## src/rtl/wt_pkg.sv

```systemverilog
package wt_pkg;

  // Height of column c before any reduction: count of (i,j) pairs with i+j == c.
  function automatic int pp_height(int n, int c);
    if (c < n) return c + 1;
    if (c < 2 * n - 1) return 2 * n - 1 - c;
    return 0;
  endfunction

  // Bits a column keeps for itself after one layer: FA sums plus HA sum or passthrough.
  function automatic int own_bits(int h);
    return h / 3 + (((h % 3) != 0) ? 1 : 0);
  endfunction

  // Bits a column pushes into the next higher column: FA carries plus HA carry.
  function automatic int carry_bits(int h);
    return h / 3 + (((h % 3) == 2) ? 1 : 0);
  endfunction

  function automatic int col_h(int n, int lay, int c);
    if (c < 0 || c >= 2 * n) return 0;
    if (lay == 0) return pp_height(n, c);
    return own_bits(col_h(n, lay - 1, c)) + carry_bits(col_h(n, lay - 1, c - 1));
  endfunction

  function automatic int col_off(int n, int lay, int c);
    int s;
    s = 0;
    for (int k = 0; k < c; k++) s += col_h(n, lay, k);
    return s;
  endfunction

  function automatic int layer_bits(int n, int lay);
    return col_off(n, lay, 2 * n);
  endfunction

  function automatic int max_h(int n, int lay);
    int m;
    m = 0;
    for (int k = 0; k < 2 * n; k++) if (col_h(n, lay, k) > m) m = col_h(n, lay, k);
    return m;
  endfunction

  function automatic int num_layers(int n);
    int l;
    l = 0;
    while (max_h(n, l) > 2) l++;
    return l;
  endfunction

endpackage

```

## src/rtl/wt_tree.sv

```systemverilog
module wt_tree
  import wt_pkg::*;
#(
  parameter int N = 8
) (
  input  logic [N-1:0]   a,
  input  logic [N-1:0]   b,
  output logic [2*N-1:0] row_x,
  output logic [2*N-1:0] row_y
);
  localparam int W  = 2 * N;
  localparam int NL = num_layers(N);

  // Layer l holds all bits of that level, packed column after column.
  for (genvar l = 0; l <= NL; l++) begin : gen_l
    localparam int TOT = layer_bits(N, l);
    logic [TOT-1:0] v;

    if (l == 0) begin : g_pp
      for (genvar c = 0; c < W - 1; c++) begin : g_c
        localparam int LO = (c > N - 1) ? c - N + 1 : 0;
        localparam int HI = (c < N - 1) ? c : N - 1;
        localparam int OF = col_off(N, 0, c);
        for (genvar i = LO; i <= HI; i++) begin : g_i
          assign v[OF+i-LO] = a[i] & b[c-i];
        end
      end
    end else begin : g_red
      for (genvar c = 0; c < W; c++) begin : g_c
        localparam int HT  = col_h(N, l - 1, c);
        localparam int NFA = HT / 3;
        localparam int REM = HT % 3;
        localparam int PI  = col_off(N, l - 1, c);
        localparam int PO  = col_off(N, l, c);
        // carries land after the own bits of the next column
        localparam int CO  = (c < W - 1) ?
                             col_off(N, l, c + 1) + own_bits(col_h(N, l - 1, c + 1)) : 0;

        for (genvar f = 0; f < NFA; f++) begin : g_fa
          logic x, y, z;
          assign x = gen_l[l-1].v[PI+3*f];
          assign y = gen_l[l-1].v[PI+3*f+1];
          assign z = gen_l[l-1].v[PI+3*f+2];
          assign v[PO+f] = x ^ y ^ z;
          if (c < W - 1) begin : g_cy
            assign v[CO+f] = (x & y) | (x & z) | (y & z);
          end
        end

        if (REM == 2) begin : g_ha
          logic x, y;
          assign x = gen_l[l-1].v[PI+3*NFA];
          assign y = gen_l[l-1].v[PI+3*NFA+1];
          assign v[PO+NFA] = x ^ y;
          if (c < W - 1) begin : g_cy
            assign v[CO+NFA] = x & y;
          end
        end else if (REM == 1) begin : g_pass
          assign v[PO+NFA] = gen_l[l-1].v[PI+3*NFA];
        end
      end
    end
  end

  // At most two bits per column remain: split into two rows.
  for (genvar c = 0; c < W; c++) begin : g_out
    localparam int H  = col_h(N, NL, c);
    localparam int OF = col_off(N, NL, c);
    if (H >= 1) begin : g_x
      assign row_x[c] = gen_l[NL].v[OF];
    end else begin : g_x0
      assign row_x[c] = 1'b0;
    end
    if (H >= 2) begin : g_y
      assign row_y[c] = gen_l[NL].v[OF+1];
    end else begin : g_y0
      assign row_y[c] = 1'b0;
    end
  end

endmodule

```

## src/rtl/wt_cpa.sv

```systemverilog
module wt_cpa #(
  parameter int W = 16
) (
  input  logic [W-1:0] x,
  input  logic [W-1:0] y,
  output logic [W-1:0] s
);
  // carry out of the top column is always zero for an unsigned product
  assign s = x + y;
endmodule

```

## src/rtl/wt_ostage.sv

```systemverilog
module wt_ostage #(
  parameter int W = 16
) (
  input  logic         clk,
  input  logic         rst,
  input  logic         in_valid,
  output logic         in_ready,
  input  logic [W-1:0] d,
  output logic         out_valid,
  input  logic         out_ready,
  output logic [W-1:0] q
);
  logic         full;
  logic [W-1:0] hold;

  assign in_ready  = !full || out_ready;
  assign out_valid = full;
  assign q         = hold;

  always_ff @(posedge clk) begin
    if (rst) begin
      full <= 1'b0;
      hold <= '0;
    end else if (in_valid && in_ready) begin
      full <= 1'b1;
      hold <= d;
    end else if (out_ready) begin
      full <= 1'b0;
    end
  end
endmodule

```

## src/rtl/wt_mult.sv

```systemverilog
module wt_mult #(
  parameter int N       = 8,
  parameter bit OUT_REG = 1'b1
) (
  input  logic           clk,
  input  logic           rst,
  input  logic           in_valid,
  output logic           in_ready,
  input  logic [N-1:0]   a,
  input  logic [N-1:0]   b,
  output logic           out_valid,
  input  logic           out_ready,
  output logic [2*N-1:0] p
);
  localparam int W = 2 * N;

  logic [W-1:0] row_x, row_y, prod;

  wt_tree #(.N(N)) u_tree (
    .a     (a),
    .b     (b),
    .row_x (row_x),
    .row_y (row_y)
  );

  wt_cpa #(.W(W)) u_cpa (
    .x (row_x),
    .y (row_y),
    .s (prod)
  );

  if (OUT_REG) begin : g_reg
    wt_ostage #(.W(W)) u_stage (
      .clk       (clk),
      .rst       (rst),
      .in_valid  (in_valid),
      .in_ready  (in_ready),
      .d         (prod),
      .out_valid (out_valid),
      .out_ready (out_ready),
      .q         (p)
    );
  end else begin : g_comb
    assign p         = prod;
    assign out_valid = in_valid;
    assign in_ready  = out_ready;
  end
endmodule

```

## config.mk

```make
export PLATFORM = sky130hd
export DESIGN_NAME = wt_mult
export DESIGN_NICKNAME = d
export VERILOG_FILES = /design/src/rtl/wt_pkg.sv /design/src/rtl/wt_tree.sv /design/src/rtl/wt_cpa.sv /design/src/rtl/wt_ostage.sv /design/src/rtl/wt_mult.sv
export SDC_FILE = /design/constraint.sdc
export NUM_CORES = 1
export LEC_CHECK = 0
export BUFFER_PORTS_ARGS = -buffer_cell sky130_fd_sc_hd__buf_2
export CORE_UTILIZATION = 63
export CTS_CLUSTER_DIAMETER = 60
export DETAILED_ROUTE_END_ITERATION = 6
export PLACE_DENSITY = 0.88
export SKIP_CTS_REPAIR_TIMING = 1
export SLEW_MARGIN = 10
export SYNTH_ARGS = -nofsm -noshare
export SYNTH_HDL_FRONTEND = slang
export SYNTH_SLANG_ARGS = --single-unit
```

## constraint.sdc

```tcl
create_clock -name clk -period 9.68 [get_ports clk]
set_input_delay 0.484 -clock clk [delete_from_list [all_inputs] [get_ports clk]]
set_output_delay 0.484 -clock clk [all_outputs]
set_load 0.01 [all_outputs]
```

# After elaboration in Yosys (flattened, before gate mapping)
# Index checks and enable logic that the tools add are counted.
[classes]
n_addsub = 1
mux = 2
bitwise = 365
n_reduce_logical = 4
[ops]
columns = ["cell", "n"]
rows = [
  ["$and A1 B1 Y1", 196],
  ["$xor A1 B1 Y1", 97],
  ["$or A1 B1 Y1", 72],
  ["$add A16 B16 Y16", 1],
  ["$mux W1", 2],
  ["$reduce_bool A2 Y1", 1],
  ["$logic_and A1 B1 Y1", 1],
  ["$logic_not A1 Y1", 1],
  ["$logic_or A1 B1 Y1", 1],
]
[word_totals]
reg_bits = 17
elab_cells = 374

# Longest topological paths before layout
[logic_depth]
ltp_word = 14
depth_mapped = 15

# By module
# Synthesis repeated with hierarchy kept, for this count alone.
[unflattened]
cells_unflattened = 362
area_unflattened_um2 = 3243.1
[by_module_without_submodules]
columns = ["mod", "instances", "cells_per_inst", "area_per_inst_um2", "seq_area_each_um2"]
rows = [
  ["wt_tree", 1, 177, 1595.3, 0.0],
  ["wt_cpa", 1, 107, 853.3, 0.0],
  ["wt_ostage", 1, 78, 794.5, 340.3],
]

# Worst setup path after synthesis
# Ideal clock, no wire load.
[synth_path]
kind = "input-to-reg"
start = "in b[7]"
end = "reg g_reg.u_stage.hold[14], in the netlist g_reg.u_stage.q[14]"
arrival_ps = 3908
path_slack_ps = 5656
cell_stages = 13
path_buffers = 0
cell_sequence = "and2_1 fa_1 inv_1 fa_1 fa_1 fa_1 inv_1 ha_1 nand3_1 o211ai_1 a31oi_1 xnor2_1 a22o_1"
[synth_via]
elab_chain_len = 13
[synth_lines]
columns = ["item", "line_no", "source"]
rows = [
  ["start, declared", "wt_mult.sv:10", "input logic [N-1:0] b,"],
  ["$and A1 B1 Y1", "wt_tree.sv:25", "assign v[OF+i-LO] = a[i] & b[c-i];"],
  ["$and A1 B1 Y1 or $xor A1 B1 Y1 (tied branches)", "wt_tree.sv:46, wt_tree.sv:44", ""],
  ["$or A1 B1 Y1 or $xor A1 B1 Y1 (tied branches)", "wt_tree.sv:46, wt_tree.sv:44", ""],
  ["$or A1 B1 Y1 or $and A1 B1 Y1 (tied branches)", "wt_tree.sv:46", "assign v[CO+f] = (x & y) | (x & z) | (y & z);"],
  ["$xor A1 B1 Y1 or $or A1 B1 Y1 (tied branches) (2 in a row)", "wt_tree.sv:44, wt_tree.sv:46", ""],
  ["$and A1 B1 Y1", "wt_tree.sv:46", ""],
  ["$or A1 B1 Y1 (2 in a row)", "wt_tree.sv:46", ""],
  ["$and A1 B1 Y1", "wt_tree.sv:46", ""],
  ["$or A1 B1 Y1 (2 in a row)", "wt_tree.sv:46", ""],
  ["$add A16 B16 Y16 *", "wt_cpa.sv:9", "assign s = x + y;"],
  ["end signal, assigned", "wt_ostage.sv:23", "hold <= '0;"],
  ["end signal, assigned", "wt_ostage.sv:26", "hold <= d;"],
  ["end, declared", "wt_ostage.sv:14", "logic [W-1:0] hold;"],
]
# Every way passes the cells marked *; elsewhere a longest branch is shown, timed or not.
# A chain may end at the register's enable or synchronous reset.

# Worst setup path in the final report
[layout_path]
start = "in a[2]"
end = "reg g_reg.u_stage.hold[14], in the netlist g_reg.u_stage.q[14]"
[layout_via]
elab_chain_len = 14
[layout_lines]
columns = ["item", "line_no", "source"]
rows = [
  ["start, declared", "wt_mult.sv:9", "input logic [N-1:0] a,"],
  ["$and A1 B1 Y1", "wt_tree.sv:25", ""],
  ["$and A1 B1 Y1", "wt_tree.sv:46", ""],
  ["$or A1 B1 Y1 (2 in a row)", "wt_tree.sv:46", ""],
  ["$and A1 B1 Y1", "wt_tree.sv:46", ""],
  ["$or A1 B1 Y1 (2 in a row)", "wt_tree.sv:46", ""],
  ["$and A1 B1 Y1", "wt_tree.sv:46", ""],
  ["$or A1 B1 Y1 (2 in a row)", "wt_tree.sv:46", ""],
  ["$and A1 B1 Y1", "wt_tree.sv:46", ""],
  ["$or A1 B1 Y1 (2 in a row)", "wt_tree.sv:46", ""],
  ["$add A16 B16 Y16 *", "wt_cpa.sv:9", ""],
]
# Marks and branches as above.

==> summary by stage <==
Power
The design draws between 400 and 500 uW. Power spread over the standard cell area amounts to between 150 and 200 mW/mm^2. The worst-case IR drop observed on VDD is roughly 0.00013 V. In this run the static leakage power is 0.00140 uW.

Drt
In the final routed layout, each cell accounts on average for 13.9 um. The topmost layer with routed signal wires is met4. The number of DRC markers after the initial detailed-route iteration is between 60 and 70.

The sum of met3 wire segment lengths after detailed routing is approximately 180 um. The number of vias after detailed routing is roughly 2000. In the final routing, the length of wire on met1 measures ~2000 um. The count of TritonRoute iterations in the first routing pass is 4.

After detailed routing, the number of remaining DRC violations is 0. The met2 routed wirelength is 2660 um. After detailed routing, the number of vias per cell comes to around 5.7. The count of nets left with antenna violations once routing finished came out at 0. The final layout contains routed wiring with a total length of around 5000 um.

Worst setup path
The most numerous cell on the critical path is fa_1. The largest fanout on the critical path is 8. The setup check on the worst reg-to-reg path leaves a slack of roughly 8.3 ns. The number of buffers and inverters on the critical path is 3.

The start of the worst register-to-register path is g_reg.u_stage.out_valid. The capture instance of the worst register-to-register path is g_reg.u_stage.q[11]. The length in cells of the worst reg-to-reg path is 4.

The largest individual stage delay along the critical path comes from the cell fa_1. The endpoint type of the worst setup path is a flip-flop. The worst setup path is launched from a primary input. The maximum single-stage delay on the critical path is 0.55 ns.

Walking the worst path, the cells encountered are buf_2 -> and2_1 -> fa_1 -> inv_1 -> fa_1 -> fa_1 -> fa_1 -> inv_1 -> ha_1 -> nand3_1 -> o211ai_1 -> a31oi_1 -> xnor2_1 -> a22o_1. The worst endpoint data arrival time is 4.25 ns. By startpoint and endpoint, the worst setup path is classified as primary input to flip-flop. The family with the most delay on the worst path is adder cells. STA puts the critical path data required time at between 9 and 10 ns. The critical path starts at a[2].

Finish
The layout overhead on the synthesized area is 10.3%. The final-stage net count is approximately 400. The cell area after layout is around 0.0028 mm^2. 0 antenna diodes ended up in the layout.

Leaving out fill and tap cells, the most frequent cell in the layout is nand2_1. The fraction of layout cells with a size suffix above 1 is about 14%. In the layout the commonest cells are 45 x nand2_1, 38 x fa_1, 37 x and2_1, 37 x buf_2, 32 x ha_1.

Timing
The maximum clock skew at final layout is about 0.0051 ns. The final number of max-transition violations is 0. The worst relative slew slack is 61.6%. Derived from the worst setup path, the maximum achievable clock frequency is between 0.2 and 0.25 GHz.

The actual transition at the worst max-transition pin is approximately 0.58 ns. The count of final hold-check violations was 0. Across all hold checks on the routed design, the worst slack comes to 0.451 ns. Setup repair after global routing left no endpoint under its margin. The minimum setup slack in the final design is about 5.6 ns. Summed over all failing endpoints, the final setup total negative slack is 0 ns.

The setup violation total in the final timing report is 0. The time the worst path needs with I/O delays and setup is just over 4 ns. The post-route clock period utilization is 42.5%.

Floorplan
Pin placement for this block handled 38 I/O pins. The floorplan step defined a die boundary enclosing roughly 0.0042 mm^2. The core footprint is 0.00374 mm^2.

The floorplan has 22 rows. The floorplan step set the die height to 65.0 um. The initial core utilization is 66.8%.

The die width is about 65 um.

CTS
Clock-pin slew was measured on the worst setup and hold paths at about 0.07 ns. The clock reaches the later pin of the worst-skew pair after ~0.25 ns. The buffer cell driving the clock tree root is clkbuf_8.

Buffers inserted during clock tree synthesis total 3. The CTS tree is built. The tree built by TritonCTS fans out to 17 sinks.

The maximum clock insertion buffer count is 2. CTS built an H-tree with a depth of 1.

Global routing
The number of global-route vias before repair is 2002. The wire length of the first global-routing pass is 8480 um. The initial antenna violation count came to 0.

Global routing used between 20% and 30% of the available tracks across all layers. The overflow left after global routing is 0. The pin count of the biggest net entering global routing is 20.

Worst hold path
In this run the worst hold path is classified as flip-flop to flip-flop. The hold path endpoint is g_reg.u_stage.q[2]. The number of cells on the worst hold path is 2. The startpoint identified for the worst hold timing path is g_reg.u_stage.q[2].

Logic synthesis
The Yosys warning count is 0. In this run the cell area of the synthesized design comes to ~0.0025 mm^2. The number of instances in the synthesized netlist is 275. In the synthesized netlist the async set-or-reset flop fraction comes to 0%. Synthesis inferred 17 register bits.

The flip-flop cell with the highest count after synthesis is dfxtp_1. Each instance of the synthesized netlist takes up on average just over 9 um^2. The number of different library cells used by synthesis comes to 36.

The proportion of synthesized chip area in sequential cells is ~14%. Synthesis produced a netlist with a net count of approximately 370. The synthesized design contains 0 enable-type register cells.

Place
The worst setup slack after placement is between 5 and 6 ns. The routability congestion estimate from global placement is 0.845. The HPWL after detailed placement is around 4000 um.

The placed instances occupy a cell area of approximately 0.0027 mm^2. Input and output buffers added on the ports amount to 37.

Status
The run finished with clean final reports.

Run
Max-cap violations in this run came to 0.
cell type report:
| class | count | area, um^2 |
|---|---|---|
| clock buffers | 3 | 41.3 |
| fillers | 291 | 986 |
| multi-input cells | 223 | 2010 |
| inverters | 30 | 113 |
| repair buffers | 37 | 185 |
| well taps | 48 | 60.1 |
| flip-flops and latches | 17 | 340 |
| clock inverters | 1 | 5.00 |
Yosys cell counts, types with 2 or more instances:
library cell  number  share of area, %
nand3b_1           2              0.60
a211oi_1           4               1.2
buf_6              2              0.90
o21a_1             4               1.2
clkbuf_1           3              0.45
xor2_1             4               1.4
nor3_1             2              0.40
nand3_1            5               1.0
fa_1              38                30
nand2_1           45               6.8
and2_1            37               9.3
a22o_1             2              0.70
dfxtp_1           17                14
xnor2_1            2              0.70
nor2_1             9               1.4
a21oi_1           17               3.4
o21ai_0            3              0.60
ha_1              32                16
inv_1             30               4.5
metal layers:
| layer | global-route usage, % | up-vias |
|---|---|---|
| li1 | - | 971 |
| met1 | 32.5 | 1006 |
| met2 | 45.8 | 52 |
| met3 | 4.58 | 12 |
| met4 | 7.50 | 0 |
| met5 | 0 | - |
report_power, final:
part           switching [uW]  internal [uW]
clock                    24.0           28.5
sequential               8.08           87.7
combinational             189            155
flip-flops by register name (all words and copies together), names as in the netlist:
name,flops
g_reg.u_stage.out_valid,1
g_reg.u_stage.q,16
per-stage QoR:
step	instances	util (%)
finish	359	73.7
global route	359	73.7
CTS	359	73.7
detailed placement	355	72.4
global placement	355	72.4
floorplan	275	-
logic make-up after synthesis:
family	count (synthesis)	share of synthesized area [%]
xor gates and xnor gates	6	2.10
adders and majority gates	70	46.4
AOI/OAI and AO/OA	40	10.4
buffers and inverters	35	5.86
DFF	17	13.6
and+or+nand+nor	107	21.6
worst register-to-register path, cell delays in order (launching register included):
cell	delay [ns]
dfxtp_1	0.31
nand2b_1	0.11
and2_1	0.51
nand3b_1	0.15
o311ai_1	0.24
worst max path at each step:
stage | endpoint | slack, ns | cells after the start
4_1_cts | g_reg.u_stage.q[14] | 5.56 | 14
5_1_grt | g_reg.u_stage.q[14] | 5.40 | 14
3_5_place_dp | g_reg.u_stage.q[14] | 5.30 | 14
3_3_place_gp | g_reg.u_stage.q[14] | 5.38 | 14
2_1_floorplan | g_reg.u_stage.q[14] | 5.66 | 13
6_report | g_reg.u_stage.q[14] | 5.57 | 14
Note: power is estimated with default switching activity, not from simulation.
